<file path="config.mk">
export PLATFORM = sky130hd
export DESIGN_NAME = ahbl_serial_port
export DESIGN_NICKNAME = d
export VERILOG_FILES = /design/src/rtl/serial_pkg.sv /design/src/rtl/tick_gen.sv /design/src/rtl/byte_queue.sv /design/src/rtl/serial_tx.sv /design/src/rtl/serial_rx.sv /design/src/rtl/ahbl_serial_port.sv
export SDC_FILE = /design/constraint.sdc
export NUM_CORES = 1
export LEC_CHECK = 0
export BUFFER_PORTS_ARGS = -buffer_cell sky130_fd_sc_hd__buf_2
export CAP_MARGIN = 0
export CORE_UTILIZATION = 60
export CTS_BUF_LIST = sky130_fd_sc_hd__clkbuf_8
export CTS_CLUSTER_SIZE = 20
export DETAILED_ROUTE_END_ITERATION = 10
export PLACE_DENSITY = 0.86
export SYNTH_ARGS = -nofsm -noshare
export SYNTH_HDL_FRONTEND = slang
export SYNTH_SLANG_ARGS = --single-unit
</file>
<file path="constraint.sdc">
create_clock -name hclk -period 3.88 [get_ports hclk]
set_clock_uncertainty 0.15 [all_clocks]
set_input_delay 0.194 -clock hclk [delete_from_list [all_inputs] [get_ports hclk]]
set_output_delay 0.194 -clock hclk [all_outputs]
set_load 0.1 [all_outputs]
</file>
<file path="src/rtl/serial_pkg.sv">
// Shared types and helpers for the bus-attached serial port.
// Assumes: frames carry exactly eight data bits.
package serial_pkg;

    localparam int BYTE_W = 8;

    typedef enum logic [2:0] {
        LN_IDLE,
        LN_START,
        LN_DATA,
        LN_PARITY,
        LN_STOP
    } line_state_t;

    // Even-parity bit for one byte: makes the count of ones even.
    function automatic logic even_bit(input logic [BYTE_W-1:0] b);
        return ^b;
    endfunction

endpackage

</file>
<file path="src/rtl/tick_gen.sv">
// Free-running divider. It gives a one-cycle pulse every DIV clocks, which is the oversampling tick.
// Assumes: DIV >= 2.
module tick_gen #(
    parameter int DIV = 162
) (
    input  logic clk,
    input  logic rst_n,
    output logic tick
);
    localparam int CW = (DIV > 1) ? $clog2(DIV) : 1;

    logic [CW-1:0] cnt;

    // Count to DIV-1, then wrap and pulse.
    always_ff @(posedge clk) begin
        if (!rst_n) begin
            cnt  <= '0;
            tick <= 1'b0;
        end else if (cnt == CW'(DIV - 1)) begin
            cnt  <= '0;
            tick <= 1'b1;
        end else begin
            cnt  <= cnt + 1'b1;
            tick <= 1'b0;
        end
    end
endmodule

</file>
<file path="src/rtl/byte_queue.sv">
// Synchronous first-in first-out store with show-ahead read data.
// Assumes: DEPTH is a power of two; push is ignored when full, pop is ignored when empty.
module byte_queue #(
    parameter int W     = 8,
    parameter int DEPTH = 8
) (
    input  logic                      clk,
    input  logic                      rst_n,
    input  logic                      push,
    input  logic [W-1:0]              wdata,
    input  logic                      pop,
    output logic [W-1:0]              rdata,
    output logic                      full,
    output logic                      empty,
    output logic [$clog2(DEPTH):0]    level
);
    localparam int AW = $clog2(DEPTH);

    logic [W-1:0]  mem [DEPTH];
    logic [AW:0]   wr_ptr, rd_ptr;
    logic          do_push, do_pop;

    assign level   = wr_ptr - rd_ptr;
    assign full    = (level == (AW+1)'(DEPTH));
    assign empty   = (level == '0);
    assign do_push = push && !full;
    assign do_pop  = pop && !empty;
    assign rdata   = mem[rd_ptr[AW-1:0]];

    // Move the pointers on accepted pushes and pops.
    always_ff @(posedge clk) begin
        if (!rst_n) begin
            wr_ptr <= '0;
            rd_ptr <= '0;
        end else begin
            if (do_push) wr_ptr <= wr_ptr + 1'b1;
            if (do_pop)  rd_ptr <= rd_ptr + 1'b1;
        end
    end

    // Write the storage array.
    always_ff @(posedge clk) begin
        if (do_push) mem[wr_ptr[AW-1:0]] <= wdata;
    end
endmodule

</file>
<file path="src/rtl/serial_tx.sv">
// Serialiser. It takes bytes from a queue and sends start, data (LSB first), optional even parity and stop.
// Assumes: tick is the oversampling pulse; each bit lasts OVS ticks.
module serial_tx
    import serial_pkg::*;
#(
    parameter int OVS       = 16,
    parameter bit PARITY_EN = 1'b1
) (
    input  logic              clk,
    input  logic              rst_n,
    input  logic              tick,
    input  logic              q_empty,
    input  logic [BYTE_W-1:0] q_data,
    output logic              q_pop,
    output logic              txd,
    output logic              busy
);
    localparam int TW = $clog2(OVS);

    line_state_t        state;
    logic [TW-1:0]      tcnt;
    logic [2:0]         bidx;
    logic [BYTE_W-1:0]  shreg;
    logic               pbit;
    logic               line_nxt;

    assign q_pop = (state == LN_IDLE) && !q_empty;
    assign busy  = (state != LN_IDLE);

    // Sequence through the frame; each bit ends after OVS ticks.
    always_ff @(posedge clk) begin
        if (!rst_n) begin
            state <= LN_IDLE;
            tcnt  <= '0;
            bidx  <= '0;
            shreg <= '0;
            pbit  <= 1'b0;
        end else if (state == LN_IDLE) begin
            tcnt <= '0;
            bidx <= '0;
            if (!q_empty) begin
                shreg <= q_data;
                pbit  <= even_bit(q_data);
                state <= LN_START;
            end
        end else if (tick) begin
            if (tcnt == TW'(OVS - 1)) begin
                tcnt <= '0;
                unique case (state)
                    LN_START:  state <= LN_DATA;
                    LN_DATA: begin
                        shreg <= shreg >> 1;
                        bidx  <= bidx + 1'b1;
                        if (bidx == 3'd7) state <= PARITY_EN ? LN_PARITY : LN_STOP;
                    end
                    LN_PARITY: state <= LN_STOP;
                    default:   state <= LN_IDLE;
                endcase
            end else begin
                tcnt <= tcnt + 1'b1;
            end
        end
    end

    // Line level for the current frame position.
    always_comb begin
        unique case (state)
            LN_START:  line_nxt = 1'b0;
            LN_DATA:   line_nxt = shreg[0];
            LN_PARITY: line_nxt = pbit;
            default:   line_nxt = 1'b1;
        endcase
    end

    // Register the line so the output pin cannot glitch.
    always_ff @(posedge clk) begin
        if (!rst_n) txd <= 1'b1;
        else        txd <= line_nxt;
    end
endmodule

</file>
<file path="src/rtl/serial_rx.sv">
// Deserialiser. It finds a falling edge, confirms the start bit at mid-bit, samples each bit at its centre,
// and emits only frames with correct parity and stop.
// Assumes: rxd is asynchronous and passes a two-flop synchroniser here.
module serial_rx
    import serial_pkg::*;
#(
    parameter int OVS       = 16,
    parameter bit PARITY_EN = 1'b1
) (
    input  logic              clk,
    input  logic              rst_n,
    input  logic              tick,
    input  logic              rxd,
    output logic              push,
    output logic [BYTE_W-1:0] data
);
    localparam int TW   = $clog2(OVS);
    localparam int HALF = OVS / 2;

    line_state_t   state;
    logic [TW-1:0] tcnt;
    logic [2:0]    bidx;
    logic          sync1, sync2, prev;
    logic          pbit;
    logic          bit_end;

    assign bit_end = tick && (tcnt == TW'(OVS - 1));

    // Synchronise the line and keep one cycle of history for edge detection.
    always_ff @(posedge clk) begin
        if (!rst_n) begin
            sync1 <= 1'b1;
            sync2 <= 1'b1;
            prev  <= 1'b1;
        end else begin
            sync1 <= rxd;
            sync2 <= sync1;
            prev  <= sync2;
        end
    end

    // Frame recovery and acceptance.
    always_ff @(posedge clk) begin
        if (!rst_n) begin
            state <= LN_IDLE;
            tcnt  <= '0;
            bidx  <= '0;
            data  <= '0;
            pbit  <= 1'b0;
            push  <= 1'b0;
        end else begin
            push <= 1'b0;
            unique case (state)
                LN_IDLE: begin
                    tcnt <= '0;
                    bidx <= '0;
                    if (prev && !sync2) state <= LN_START;
                end
                LN_START: if (tick) begin
                    if (tcnt == TW'(HALF - 1)) begin
                        tcnt  <= '0;
                        state <= sync2 ? LN_IDLE : LN_DATA;
                    end else begin
                        tcnt <= tcnt + 1'b1;
                    end
                end
                default: if (tick) begin
                    tcnt <= bit_end ? '0 : tcnt + 1'b1;
                    if (bit_end) begin
                        if (state == LN_DATA) begin
                            data <= {sync2, data[BYTE_W-1:1]};
                            bidx <= bidx + 1'b1;
                            if (bidx == 3'd7) state <= PARITY_EN ? LN_PARITY : LN_STOP;
                        end else if (state == LN_PARITY) begin
                            pbit  <= sync2;
                            state <= LN_STOP;
                        end else begin
                            push  <= sync2 && (!PARITY_EN || (even_bit(data) == pbit));
                            state <= LN_IDLE;
                        end
                    end
                end
            endcase
        end
    end
endmodule

</file>
<file path="src/rtl/ahbl_serial_port.sv">
// AHB-Lite serial port slave. It captures the address phase, then pushes or pops a queue in the data phase.
// Offset 0x0 is data and offset 0x4 is status. Assumes: zero wait states, OKAY only.
module ahbl_serial_port
    import serial_pkg::*;
#(
    parameter logic [31:0] BASE       = 32'h5100_0000,
    parameter int          CLK_HZ     = 50_000_000,
    parameter int          BAUD       = 19_200,
    parameter int          OVS        = 16,
    parameter int          FIFO_DEPTH = 8,
    parameter bit          PARITY_EN  = 1'b1
) (
    input  logic        hclk,
    input  logic        hresetn,
    input  logic        hsel,
    input  logic [31:0] haddr,
    input  logic [1:0]  htrans,
    input  logic        hwrite,
    input  logic        hready,
    input  logic [31:0] hwdata,
    output logic [31:0] hrdata,
    output logic        hreadyout,
    output logic        hresp,
    input  logic        uart_rx,
    output logic        uart_tx
);
    localparam int DIV = CLK_HZ / (BAUD * OVS);
    localparam int LW  = $clog2(FIFO_DEPTH) + 1;

    logic              hit, dp_valid, dp_write, dp_data, dp_stat;
    logic              dp_read_data;
    logic              tick;
    logic              tx_push, tx_pop, tx_full, tx_empty, tx_busy;
    logic              rx_push, rx_pop, rx_full, rx_empty;
    logic [BYTE_W-1:0] tx_head, rx_head, rx_byte;
    logic [LW-1:0]     tx_level, rx_level;
    logic              unused_bits;

    assign unused_bits = ^{hwdata[31:8], haddr[1:0], rx_full};

    assign hit = hsel && hready && htrans[1] && (haddr[31:24] == BASE[31:24]);

    // Capture the address phase for use in the next data phase.
    always_ff @(posedge hclk) begin
        if (!hresetn) begin
            dp_valid <= 1'b0;
            dp_write <= 1'b0;
            dp_data  <= 1'b0;
            dp_stat  <= 1'b0;
        end else if (hready) begin
            dp_valid <= hit;
            dp_write <= hwrite;
            dp_data  <= (haddr[23:2] == 22'd0);
            dp_stat  <= (haddr[23:2] == 22'd1);
        end
    end

    assign dp_read_data = dp_valid && !dp_write && dp_data;
    assign tx_push      = dp_valid && dp_write && dp_data;
    assign rx_pop       = dp_read_data;
    assign hreadyout    = 1'b1;
    assign hresp        = 1'b0;

    // Data-phase read mux.
    always_comb begin
        hrdata = '0;
        if (dp_read_data && !rx_empty)           hrdata = {24'd0, rx_head};
        else if (dp_valid && !dp_write && dp_stat) hrdata = {30'd0, tx_full, rx_empty};
    end

    tick_gen #(.DIV(DIV)) u_tick (.clk(hclk), .rst_n(hresetn), .tick(tick));

    byte_queue #(.W(BYTE_W), .DEPTH(FIFO_DEPTH)) u_txq (
        .clk(hclk), .rst_n(hresetn), .push(tx_push), .wdata(hwdata[7:0]),
        .pop(tx_pop), .rdata(tx_head), .full(tx_full), .empty(tx_empty), .level(tx_level));

    byte_queue #(.W(BYTE_W), .DEPTH(FIFO_DEPTH)) u_rxq (
        .clk(hclk), .rst_n(hresetn), .push(rx_push), .wdata(rx_byte),
        .pop(rx_pop), .rdata(rx_head), .full(rx_full), .empty(rx_empty), .level(rx_level));

    serial_tx #(.OVS(OVS), .PARITY_EN(PARITY_EN)) u_ser (
        .clk(hclk), .rst_n(hresetn), .tick(tick), .q_empty(tx_empty), .q_data(tx_head),
        .q_pop(tx_pop), .txd(uart_tx), .busy(tx_busy));

    serial_rx #(.OVS(OVS), .PARITY_EN(PARITY_EN)) u_des (
        .clk(hclk), .rst_n(hresetn), .tick(tick), .rxd(uart_rx),
        .push(rx_push), .data(rx_byte));
endmodule

</file>
==> reports/results.md <==
* **clock latency on the worst-skew pair** 560 ps
* **via count of the first global-routing pass** 5639
* **count of unresolved DRC violations after routing** 0
* **f_max** 307 MHz
* **multiplexer share of the synthesized area** 11.2%
* **Detail Route met2 WL** 8720 um
* **worst stage delay on the critical path** 540 ps
* **layout net count** 850
* **number of buffer and inverter instances along the worst setup path** 1
* **post-synth design cell area** 8790 um^2
* **TritonCTS clock tree** yes
* **maximum level of the CTS H-tree** 1
* **setup repair after global routing missed its margin** false
* **remaining global-route overflow** 0
* **mean routed wirelength per cell** 17.7 um
* **maximum number of pins on one net before global-route repair** 53
* **top metal layer carrying routed signals** met4
* **post-synthesis async set-or-reset flop share** 0%
* **number of slew-limit violations in the final report** 0
* **routed wire length on met3** 1030 um
* **compound-gate portion of the synthesized area** 5.82%
* **simple-gate area share of the yosys netlist** 10.7%
* **leading cell types by total area after synthesis** sky130_fd_sc_hd__edfxtp_1, sky130_fd_sc_hd__dfxtp_1, sky130_fd_sc_hd__mux4_2
* **# resized after CTS** 0
* **worst vdd ir** 0.245 mV
* **Avg Cell Area, Syn** 13.2 um^2
* **number of top-level pins** 107
* **endpoint kind of the worst setup timing path** output pin
* **starting density of the core** 62.4%
* **wire length of the first global-routing pass** 27300 um
* **run status** completed
* **combinational family with the most area after synthesis** multiplexers
* **Die Ht** 123 um
* **GPL Wtd Cong** 0.832
* **Iter 0 DRT Violations** 320
* **number of failing hold endpoints at the final stage** 0
* **Largest delay share family, worst path** compound AO/OA/AOI/OAI gates
* **cells after synthesis** 664
* **adder and majority cell fraction of the synthesized area** 2.56%
* **class of the worst hold path** reg2reg
* **Synth Flop Type** sky130_fd_sc_hd__edfxtp_1
* **Post-synth EDFFs** 128
* **endpoint required time on the critical path** 3540 ps
* **Seq cells post-synth** 206
* **Final Util** 70.9%
* **cell at the root of the clock tree** sky130_fd_sc_hd__clkbuf_8
* **layout filler cell count** 897
* **most common cell in the synthesized netlist** sky130_fd_sc_hd__edfxtp_1
* **HPWL after detailed placement** 11200 um
* **kind of launch point of the worst setup path** flip-flop
* **DIE AREA** 15100 um^2
* **clock sink total** 206
* **number of distinct library cells after synthesis** 55
* **horizontal die dimension** 123 um
* **Max-slew headroom** 28.6%
* **Yosys warning total** 0
* **antenna violations before repair** 0
* **number of clock buffers inserted by TritonCTS** 31
* **hold buffer count at CTS** 20
* **clock slew at reported path FFs** 60 ps
* **Cell Chain, Critical Path** ha_1 -> nor2b_1 -> o21ai_0 -> a21oi_1 -> o31ai_2 -> o2111ai_1 -> o21ai_1 -> buf_2
* **IO Port Bufs** 53
* **count of antenna-violating nets left after detailed routing** 0
* **leakage power** 0.00353 uW
* **total negative slack** 0 ps
* **cell taking the most area after synthesis** sky130_fd_sc_hd__edfxtp_1
* **number of setup violations in the final report** 0
* **number of rows in the core area** 43
* **critical setup path kind** reg2out
* **Least-Margin Pin Slew** 1060 ps
* **total number of vias** 5612
* **data arrival time of the critical path** 2910 ps
* **crit share post-route** 83.9%
* **Final Routed Wirelength** 17100 um
* **Setup Fix Bufs, Post-CTS** 0
* **final critical-path required period** 3260 ps
* **Layout area overhead** 13.7%
* **worst-path cell with the longest stage delay** sky130_fd_sc_hd__dfxtp_1
* **parity-gate share of the synthesized area counting xor and xnor cells** 3.67%
* **ratio of cells with drive above 1 in the final layout** 19.3%
* **Via-to-Cell Ratio** 5.83
* **routed metal-1 wirelength** 6980 um
* **portion of synthesized cell area occupied by the leading cell type** 43.7%
* **part of the Yosys area used for sequential elements** 61.5%
* **first-pass iteration count of the detailed router** 5
* **pwr dens** 499 nW/um^2
* **global-route total usage across every layer** 23.7%
* **ranking of synthesized cells by instance count** sky130_fd_sc_hd__edfxtp_1, sky130_fd_sc_hd__dfxtp_1, sky130_fd_sc_hd__nor2_1, sky130_fd_sc_hd__a21oi_1, sky130_fd_sc_hd__nand2_1
* **total core area** 14100 um^2
* **maximum root-to-sink buffer count** 3
* **antenna diode count** 0
* **max-cap violation count** 0
* **highest fanout seen on the critical path** 11
[per-layer routing]
| layer | vias to the layer above | track usage, % |
|---|---|---|
| met5 | - | 0 |
| met1 | 2781 | 28.8 |
| met4 | 0 | 8.28 |
| met2 | 192 | 42.8 |
| met3 | 30 | 3.78 |
| li1 | 2609 | - |
[path summary, 6_finish.rpt]
check	from	endpoint	slack, ps	depth (start not counted)
setup / recovery	u_rxq.wr_ptr[1]	hrdata[1]	620	8
hold / removal	u_des.sync1	u_des.sync2	270	1
setup reg to reg	u_rxq.wr_ptr[1]	u_rxq.mem[6][3]	740	8
hold reg to reg	u_des.sync1	u_des.sync2	270	1
[logic make-up (layout without fill, tap and decap cells)]
family	after synthesis	after routing
adder cells (fa/ha/maj)	18	18
XOR/XNOR	36	36
flip-flops	206	206
buffers and inverters	71	166
other	2	26
AO/OA/AOI/OAI	82	82
multiplexers	57	57
AND/OR/NAND/NOR	192	192
[cell usage in the layout, fill, tap and decap left out, drive strengths merged, types with 5 or more instances in the layout]
cell type	Yosys	final
edfxtp	128	128
dfxtp	78	78
buf	33	74
nor2	61	61
a21oi	39	39
nand2	36	36
clkbuf	22	34
mux4	32	32
nand3	29	29
conb	2	26
inv	15	25
mux2i	24	24
xnor2	23	23
dlygate4sd3	0	20
ha	18	18
xor2	13	13
o21ai	12	12
nor3	11	11
clkinv	1	11
nand2b	9	9
or3	8	8
nor4	7	7
o2bb2a	6	6
nor3b	5	5
[stage by stage]
stage / total power, uW / std cells / cell area, um^2 / hold slack [ps] / setup slack [ps]
4_1_cts: 5020 / 963 / 10000 / 269 / 625
6_report: 4990 / 963 / 10000 / 266 / 623
3_3_place_gp: 3310 / 887 / 9210 / 224 / 954
3_5_place_dp: 3360 / 887 / 9210 / 230 / 812
2_1_floorplan: 3220 / 688 / 8880 / 143 / 394
5_1_grt: 5200 / 963 / 10000 / 296 / 387
[sequential cells by signal, summed over array words and instances (netlist names), 3 cells and up, named ones only]
name,flops
u_tick.cnt,8
u_txq.mem,64
u_txq.wr_ptr,4
u_des.tcnt,4
u_des.data,8
u_ser.tcnt,4
u_ser.shreg,8
u_rxq.mem,64
u_des.bidx,3
u_des.state,3
u_ser.bidx,3
u_rxq.rd_ptr,4
u_ser.state,3
u_txq.rd_ptr,4
u_rxq.wr_ptr,4
[worst register-to-register path: stages, from the launching register on]
cell and delay (ps):
sky130_fd_sc_hd__dfxtp_1 540, sky130_fd_sc_hd__ha_1 310, sky130_fd_sc_hd__nor2b_1 150, sky130_fd_sc_hd__o21a_1 180, sky130_fd_sc_hd__or3_1 380, sky130_fd_sc_hd__a31oi_1 450, sky130_fd_sc_hd__nand2_1 210, sky130_fd_sc_hd__nor3b_1 260
sky130_fd_sc_hd__buf_4 230
[report_power, final]
part	switching (uW)	internal, uW	total, uW
sequential	81.2	2390	2470
combinational	506	354	860
clock	787	870	1660
[area by class of cell]
cell class | instances | area [um^2] | share of cell area (%)
timing repair buffer | 94 | 623 | 6.23
inverter | 16 | 60.1 | 0.601
multi-input combinational | 411 | 3090 | 31.0
clock buffer | 34 | 468 | 4.68
sequential | 206 | 5410 | 54.1
clock inverter | 22 | 121 | 1.21
tap | 180 | 225 | 2.25
Power figures use the tool's default switching activity.
